[src/rtl/spi_eng_pkg.sv]
package spi_eng_pkg;
  typedef enum logic [1:0] {
    ST_IDLE  = 2'd0,
    ST_SHIFT = 2'd1,
    ST_GAP   = 2'd2
  } eng_state_t;
endpackage

[src/rtl/spi_word_fifo.sv]
// Synchronous queue; storage has no reset so it can map to RAM.
module spi_word_fifo #(
  parameter int WIDTH = 32,
  parameter int DEPTH = 32
) (
  input  logic             clk,
  input  logic             rst,
  input  logic             clr,
  input  logic             push,
  input  logic [WIDTH-1:0] din,
  input  logic             pop,
  output logic [WIDTH-1:0] dout,
  output logic             full,
  output logic             empty
);
  localparam int AW = $clog2(DEPTH);

  logic [WIDTH-1:0] mem [DEPTH];
  logic [AW-1:0]    wptr, rptr;
  logic [AW:0]      level;
  logic             do_push, do_pop;

  assign full    = (level == (AW+1)'(DEPTH));
  assign empty   = (level == '0);
  assign do_push = push && !full;
  assign do_pop  = pop && !empty;
  assign dout    = mem[rptr];

  always_ff @(posedge clk) begin
    if (do_push) mem[wptr] <= din;
  end

  always_ff @(posedge clk) begin
    if (rst || clr) begin
      wptr  <= '0;
      rptr  <= '0;
      level <= '0;
    end else begin
      if (do_push) wptr <= wptr + AW'(1);
      if (do_pop)  rptr <= rptr + AW'(1);
      level <= level + (AW+1)'(do_push) - (AW+1)'(do_pop);
    end
  end
endmodule

[src/rtl/spi_shift_core.sv]
// Word sequencer, prescaler, gap timer and the two shift registers.
module spi_shift_core
  import spi_eng_pkg::*;
#(
  parameter int DATA_W = 32,
  parameter int DIV_W  = 8,
  parameter int GAP_W  = 8,
  parameter int CNT_W  = 9
) (
  input  logic                       clk,
  input  logic                       rst,
  input  logic [DIV_W-1:0]           cfg_div,
  input  logic [GAP_W-1:0]           cfg_gap,
  input  logic [$clog2(DATA_W)-1:0]  cfg_wlen,
  input  logic                       cfg_tx_neg,
  input  logic                       cfg_rx_neg,
  input  logic                       cfg_three_wire,
  input  logic                       tx_empty,
  input  logic [DATA_W-1:0]          tx_rdata,
  output logic                       tx_pop,
  output logic                       rx_push,
  output logic [DATA_W-1:0]          rx_wdata,
  input  logic                       rxo_load,
  input  logic [CNT_W-1:0]           rxo_words,
  input  logic                       rxo_start,
  input  logic                       tx_req,
  input  logic                       rx_req,
  input  logic                       sdi,
  output logic                       sck_int,
  output logic                       sdo,
  output logic                       sdo_oe,
  output logic                       busy,
  output logic                       word_done
);
  localparam int WL_W = $clog2(DATA_W);
  localparam int LEN_W = WL_W + 1;
  localparam int HC_W = LEN_W + 1;
  localparam int GC_W = GAP_W + 3;

  eng_state_t         state;
  logic [DIV_W-1:0]   presc, div_q;
  logic [HC_W-1:0]    hcnt;
  logic [GC_W-1:0]    gcnt, gap_len;
  logic [LEN_W-1:0]   len_q, lnew;
  logic [DATA_W-1:0]  tx_sh, rx_sh, aligned;
  logic [CNT_W-1:0]   rx_left;
  logic               rx_run, tx_arm, cur_push;
  logic               want_rx, want_tx, launch, take_rx;
  logic               half_end, rising, falling, word_last, sample, shift_out, gap_last;

  assign lnew     = (cfg_wlen == '0) ? LEN_W'(DATA_W) : {1'b0, cfg_wlen};
  assign aligned  = tx_rdata << (LEN_W'(DATA_W) - lnew);
  assign gap_len  = GC_W'({cfg_gap, 2'b00}) + GC_W'(10);
  assign gap_last = (state == ST_GAP) && (gcnt == gap_len - GC_W'(1));

  assign want_rx = rx_run && (rx_left != '0);
  assign want_tx = !tx_empty && (!cfg_three_wire || tx_arm);
  assign launch  = (want_rx || want_tx) && ((state == ST_IDLE) || gap_last);
  assign take_rx = launch && want_rx;
  assign tx_pop  = launch && !want_rx;

  assign half_end  = (state == ST_SHIFT) && (presc == div_q);
  assign rising    = half_end && !hcnt[0];
  assign falling   = half_end && hcnt[0];
  assign word_last = half_end && (hcnt == {len_q, 1'b0} - HC_W'(1));
  assign sample    = cfg_rx_neg ? falling : rising;
  assign shift_out = (cfg_tx_neg ? falling : rising) && (hcnt != '0);
  assign busy      = (state != ST_IDLE);

  always_ff @(posedge clk) begin
    if (rst) begin
      state     <= ST_IDLE;
      presc     <= '0;
      div_q     <= '0;
      hcnt      <= '0;
      gcnt      <= '0;
      len_q     <= '0;
      tx_sh     <= '0;
      rx_sh     <= '0;
      sdo       <= 1'b0;
      sdo_oe    <= !cfg_three_wire;
      sck_int   <= 1'b0;
      cur_push  <= 1'b0;
      word_done <= 1'b0;
      rx_push   <= 1'b0;
      rx_wdata  <= '0;
    end else begin
      word_done <= 1'b0;
      rx_push   <= 1'b0;
      if (launch) begin
        state    <= ST_SHIFT;
        presc    <= '0;
        hcnt     <= '0;
        len_q    <= lnew;
        div_q    <= cfg_div;
        rx_sh    <= '0;
        sck_int  <= 1'b0;
        cur_push <= want_rx || !cfg_three_wire;
        tx_sh    <= want_rx ? '0 : aligned;
        sdo      <= want_rx ? 1'b0 : aligned[DATA_W-1];
        sdo_oe   <= !cfg_three_wire || !want_rx;
      end else begin
        case (state)
          ST_SHIFT: begin
            if (half_end) begin
              presc   <= '0;
              hcnt    <= hcnt + HC_W'(1);
              sck_int <= !sck_int;
            end else begin
              presc <= presc + DIV_W'(1);
            end
            if (shift_out) begin
              tx_sh <= tx_sh << 1;
              sdo   <= tx_sh[DATA_W-2];
            end
            if (sample) rx_sh <= {rx_sh[DATA_W-2:0], sdi};
            if (word_last) begin
              state     <= ST_GAP;
              gcnt      <= '0;
              word_done <= 1'b1;
              rx_push   <= cur_push;
              rx_wdata  <= sample ? {rx_sh[DATA_W-2:0], sdi} : rx_sh;
            end
          end
          ST_GAP: begin
            gcnt <= gcnt + GC_W'(1);
            if (gap_last) begin
              state  <= ST_IDLE;
              sdo    <= 1'b0;
              sdo_oe <= !cfg_three_wire;
            end
          end
          default: begin
            sdo    <= 1'b0;
            sdo_oe <= !cfg_three_wire;
          end
        endcase
      end
    end
  end

  // Receive-only word budget and three-wire transmit release.
  always_ff @(posedge clk) begin
    if (rst) begin
      rx_left <= '0;
      rx_run  <= 1'b0;
      tx_arm  <= 1'b0;
    end else begin
      if (rxo_load) begin
        rx_left <= rxo_words;
        rx_run  <= 1'b0;
      end else begin
        if (take_rx) begin
          rx_left <= rx_left - CNT_W'(1);
          if (rx_left == CNT_W'(1)) rx_run <= 1'b0;
        end else if (rx_run && rx_left == '0) begin
          rx_run <= 1'b0;
        end
        if ((rxo_start && !cfg_three_wire) || (rx_req && cfg_three_wire)) rx_run <= 1'b1;
      end
      if (!cfg_three_wire)                  tx_arm <= 1'b0;
      else if (tx_req)                      tx_arm <= 1'b1;
      else if (tx_empty && state == ST_IDLE) tx_arm <= 1'b0;
    end
  end
endmodule

[src/rtl/spi_serial_engine.sv]
module spi_serial_engine #(
  parameter int DATA_W = 32,
  parameter int DEPTH  = 32,
  parameter int DIV_W  = 8,
  parameter int GAP_W  = 8,
  parameter int CNT_W  = 9
) (
  input  logic                       clk,
  input  logic                       rst,
  input  logic [DIV_W-1:0]           cfg_div,
  input  logic [GAP_W-1:0]           cfg_gap,
  input  logic [$clog2(DATA_W)-1:0]  cfg_wlen,
  input  logic                       cfg_cpol,
  input  logic                       cfg_tx_neg,
  input  logic                       cfg_rx_neg,
  input  logic                       cfg_three_wire,
  input  logic [3:0]                 cfg_cs_sel,
  input  logic                       fifo_clr,
  input  logic                       tx_push,
  input  logic [DATA_W-1:0]          tx_wdata,
  output logic                       tx_full,
  input  logic                       rx_pop,
  output logic [DATA_W-1:0]          rx_rdata,
  output logic                       rx_empty,
  output logic                       rx_full,
  input  logic                       rxo_load,
  input  logic [CNT_W-1:0]           rxo_words,
  input  logic                       rxo_start,
  input  logic                       tx_req,
  input  logic                       rx_req,
  output logic                       sck,
  output logic                       sdo,
  output logic                       sdo_oe,
  input  logic                       sdi,
  output logic                       cs_n,
  output logic                       busy,
  output logic                       word_done
);
  logic              tx_empty, tx_pop, rx_push, sck_int;
  logic [DATA_W-1:0] tx_rdata, rx_wdata;

  spi_word_fifo #(.WIDTH(DATA_W), .DEPTH(DEPTH)) u_txq (
    .clk(clk), .rst(rst), .clr(fifo_clr),
    .push(tx_push), .din(tx_wdata), .pop(tx_pop), .dout(tx_rdata),
    .full(tx_full), .empty(tx_empty)
  );

  spi_word_fifo #(.WIDTH(DATA_W), .DEPTH(DEPTH)) u_rxq (
    .clk(clk), .rst(rst), .clr(fifo_clr),
    .push(rx_push), .din(rx_wdata), .pop(rx_pop), .dout(rx_rdata),
    .full(rx_full), .empty(rx_empty)
  );

  spi_shift_core #(.DATA_W(DATA_W), .DIV_W(DIV_W), .GAP_W(GAP_W), .CNT_W(CNT_W)) u_core (
    .clk(clk), .rst(rst),
    .cfg_div(cfg_div), .cfg_gap(cfg_gap), .cfg_wlen(cfg_wlen),
    .cfg_tx_neg(cfg_tx_neg), .cfg_rx_neg(cfg_rx_neg), .cfg_three_wire(cfg_three_wire),
    .tx_empty(tx_empty), .tx_rdata(tx_rdata), .tx_pop(tx_pop),
    .rx_push(rx_push), .rx_wdata(rx_wdata),
    .rxo_load(rxo_load), .rxo_words(rxo_words), .rxo_start(rxo_start),
    .tx_req(tx_req), .rx_req(rx_req), .sdi(sdi),
    .sck_int(sck_int), .sdo(sdo), .sdo_oe(sdo_oe),
    .busy(busy), .word_done(word_done)
  );

  assign sck = sck_int ^ cfg_cpol;

  // Chip select: bit 0 clear asserts, all ones releases, anything else holds.
  always_ff @(posedge clk) begin
    if (rst)                     cs_n <= 1'b1;
    else if (!cfg_cs_sel[0])     cs_n <= 1'b0;
    else if (cfg_cs_sel == 4'hF) cs_n <= 1'b1;
  end
endmodule

[config.mk]
export PLATFORM = sky130hd
export DESIGN_NAME = spi_serial_engine
export DESIGN_NICKNAME = d
export VERILOG_FILES = /design/src/rtl/spi_eng_pkg.sv /design/src/rtl/spi_word_fifo.sv /design/src/rtl/spi_shift_core.sv /design/src/rtl/spi_serial_engine.sv
export SDC_FILE = /design/constraint.sdc
export NUM_CORES = 2
export LEC_CHECK = 0
export BUFFER_PORTS_ARGS = -buffer_cell sky130_fd_sc_hd__buf_2
export CORE_UTILIZATION = 45
export DETAILED_ROUTE_END_ITERATION = 10
export PLACE_DENSITY = 0.7
export REMOVE_ABC_BUFFERS = 1
export SLEW_MARGIN = 0
export SYNTH_ARGS = -nofsm -noshare
export SYNTH_HDL_FRONTEND = slang
export SYNTH_SLANG_ARGS = --single-unit
[constraint.sdc]
create_clock -name clk -period 3.55 [get_ports clk]
set_input_delay 0.1775 -clock clk [delete_from_list [all_inputs] [get_ports clk]]
set_output_delay 0.1775 -clock clk [all_outputs]
set_load 0.03 [all_outputs]
==> results.md <==
- CP max-delay cell: a2111oi_0
- Port Buffers: 120
- Crit path kind: reg -> reg
- Clock sink total: about 2200
- Largest area contributor in the netlist: edfxtp_1
- Row Count: around 160
- Number of routed nets with antenna violations: 0
- Worst min path class: in -> reg
- Fin. max-slew vios: 0
- Drt via density: 6.05
- Tot Pwr: 0.0585 W
- Avg Inst Size Synth: about 18 um2
- Commonest cells post-synth: edfxtp_1 (2049), mux4_2 (421), mux2i_1 (402)
- Yosys cell types: 88
- TritonCTS Buffers: 210
- H-tree depth: 4
- Clock transition at path regs: 0.06 ns
- CTS tree: yes
- Final worst-path cycle share: 0.985
- Area contributors post-synth: edfxtp_1 (69%), mux4_2 (11%), mux2i_1 (4.5%), dfxtp_1 (4.4%), a22oi_1 (1.4%)
- Post-Synthesis Cells: 4841
- Die area: ~200000 um2
- IO Pins: 121
- Most used standard cell by instance count after synthesis: edfxtp_1
- Initial antenna violation count: 9
- CP Capture Type: register
- Die Width: approximately 450 um
- Non-filler instance count after layout: 8092
- Post-synth top area share: 0.688
- Dpl cells: 7581
- GRT Util Overall: 0.233
- Final setup fails: 0
- First-pass GRT wire length: ~340 mm
- Worst-Margin Slew: between 1 and 1.5 ns
- Outcome: completed
- Clock Path Buffers: 3
- Critical Path RT: 4.35 ns
- Core ar.: 197000 um2
- Crit-path leading delay family: compound AO/OA/AOI/OAI gates
- GRT overflow: 0
- RSZ-0062 raised after global routing: true
- Asr flop ratio synth: 0
- LEAKAGE: between 30 and 40 nW
- CP Cell Sequence: buf_12, buf_12, mux2i_1, a22oi_1, nand3_1, nand2_1, nor2_1, a2111oi_0, a211oi_1, buf_4, a211oi_1, a211o_1
- Avg WL per Cell: around 30 um
- Clock Latency Late Sink: around 0.86 ns
- Maxcap violations: 0
- CP peak stage delay: 0.69 ns
- Synthesized flop and latch total: 2245
- Setup total negative slack: 0 ns
- Nets: 5394
- DR iter-0 viols: 5985
- Vias in the first global route: between 40000 and 50000
- Ys flop type: edfxtp_1
- Multi-input logic area: 23000 um2
- Clk_skew: 0.0379 ns
- Vias: about 50000
- Slew margin rel.: 0.201
- CTS root buf: clkbuf_16
- Sequential fraction of the synthesis area: 0.732
- HPWL Detailed: 127 mm
- Final wirelength: 237 mm
- Achievable Freq: 286 MHz
- Crit path DAT: 4.29 ns
- Pin count of the biggest net entering global routing: 71
- Register Area: between 60000 and 70000 um2
- VDD IR max: 0.439 mV
- Die Ht: 448 um
- Ys Warns: 0
- CP bufs+invs: 3
- Drt drc: 0
- Fin. Hold Viols: 0
- Mapped Area: 89400 um2
- Reg2Reg Setup Slack: 0.05 ns
- Initial core utilization: 0.453
- Worst setup SP type: register
- EDFF count, synth: just over 2000
- Fin crit period: 3.50 ns
- # fillers: 15400
- Share of cells above drive strength 1: 0.238
- Pwr dens: 563 nW/um2
- P&R area growth vs syn: 16.3%
- Detailed Routing Iterations Pass 1: 6
- Crit path max fanout: 34
- Gpl congestion: 0.908
## metal layers
metal | routed length, um | vias to the layer above | GRT usage
met2 | 118000 | 2579 | 0.391
met4 | 9390 | 0 | 0.0884
met1 | 90400 | 25400 | 0.306
met5 | 0 | - | 0
li1 | - | 20400 | -
met3 | 18500 | 530 | 0.0366
## cell usage in the layout, fill, tap and decap left out, types with 14 or more instances in the layout
| cell | netlist | final |
|---|---|---|
| a211oi_1 | 33 | 29 |
| a21oi_1 | 93 | 93 |
| a22oi_1 | 167 | 167 |
| a31oi_1 | 14 | 14 |
| buf_12 | 3 | 63 |
| buf_16 | 0 | 18 |
| buf_2 | 39 | 98 |
| buf_4 | 23 | 192 |
| buf_6 | 20 | 22 |
| bufinv_16 | 0 | 17 |
| clkbuf_1 | 158 | 41 |
| clkbuf_16 | 0 | 223 |
| clkinv_1 | 3 | 49 |
| clkinv_2 | 0 | 31 |
| dfxtp_1 | 196 | 187 |
| dlygate4sd3_1 | 0 | 90 |
| edfxtp_1 | 2049 | 2049 |
| ha_1 | 41 | 41 |
| inv_1 | 56 | 55 |
| mux2_2 | 45 | 26 |
| mux2_4 | 0 | 19 |
| mux2i_1 | 402 | 402 |
| mux4_2 | 421 | 421 |
| nand2_1 | 128 | 127 |
| nand3_1 | 97 | 97 |
| nand4_1 | 40 | 40 |
| nor2_1 | 333 | 266 |
| nor2_4 | 0 | 65 |
| nor3_1 | 38 | 35 |
| o211ai_1 | 14 | 14 |
| o21ai_0 | 63 | 63 |
| xnor2_1 | 42 | 39 |
| xor2_1 | 44 | 43 |
## logic make-up after synthesis
| logic type | Yosys count | synth area share |
|---|---|---|
| buf+inv | 335 | 0.0179 |
| xor+xnor | 86 | 0.00843 |
| mux | 868 | 0.157 |
| simple gates | 737 | 0.0375 |
| compound gates | 527 | 0.0410 |
| fa+ha+maj | 43 | 0.00619 |
| flops | 2245 | 0.732 |
## power by group
part	leakage (nW)	total (W)	switching (W)	internal, W
Clock	3.31	0.0223	0.00980	0.0125
Combinational	8.91	0.00697	0.00403	0.00294
Sequential	22.0	0.0292	0.000250	0.0290
Total	34.2	0.0585	0.0141	0.0445
## path summary, 6_finish.rpt
kind	start	endpoint	cells past startpoint
setup / recovery	register	u_core.sdo	12
hold / removal	cfg_rx_neg	u_core.rx_sh[4]	6
setup reg to reg	register	u_core.sdo	12
hold reg to reg	u_core.tx_sh[0]	u_core.tx_sh[0]	2
## sequential cells by signal, indices dropped and copies added, names as in the netlist, 6 cells and up, named ones only
name             count
u_rxq.mem         1024
u_core.gcnt         11
u_core.div_q         8
u_txq.level          6
u_core.hcnt          7
u_core.rx_sh        32
u_core.rx_wdata     32
u_txq.mem         1024
u_core.rx_left       9
u_core.presc         8
u_core.len_q         6
u_rxq.level          6
u_core.tx_sh        31
## through the flow
step	util	setup slack [ns]	area (um2)	hold slack [ns]
2_1_floorplan	-	-10.07	88000	0.242
3_3_place_gp	0.482	0.197	95200	0.413
3_5_place_dp	0.482	0.148	95200	0.424
4_1_cts	0.525	-0.0382	104000	0.0899
5_1_grt	0.526	-0.00360	104000	0.138
6_report	0.526	0.0547	104000	0.141
## timing repair
action                                 4_1_cts  5_1_grt
resized for setup                           81       21
hold buffers                                90        0
endpoints found under the hold margin     1092        0
setup endpoints to repair                   29       38
pin swaps                                    0        1
setup buffers                                9        1
gates cloned                                13        8
## cell type report
cell class              count  share of cell area
inverters                  60             0.00217
well taps                2640              0.0318
clock buffers             266              0.0546
multi-input cells        2261               0.221
repair buffers            493              0.0489
diodes                      4           0.0000963
clock inverters           123              0.0109
flip-flops and latches   2245               0.630
## worst register-to-register path, cell delays in order, from the launching register on
cell	delay, ns
dfxtp_4	0.57
buf_12	0.32
buf_12	0.26
mux2i_1	0.12
a22oi_1	0.22
nand3_1	0.10
nand2_1	0.26
nor2_1	0.13
a2111oi_0	0.69
a211oi_1	0.12
buf_4	0.17
a211oi_1	0.34
a211o_1	0.15
Note: power is estimated with default switching activity, not from simulation.
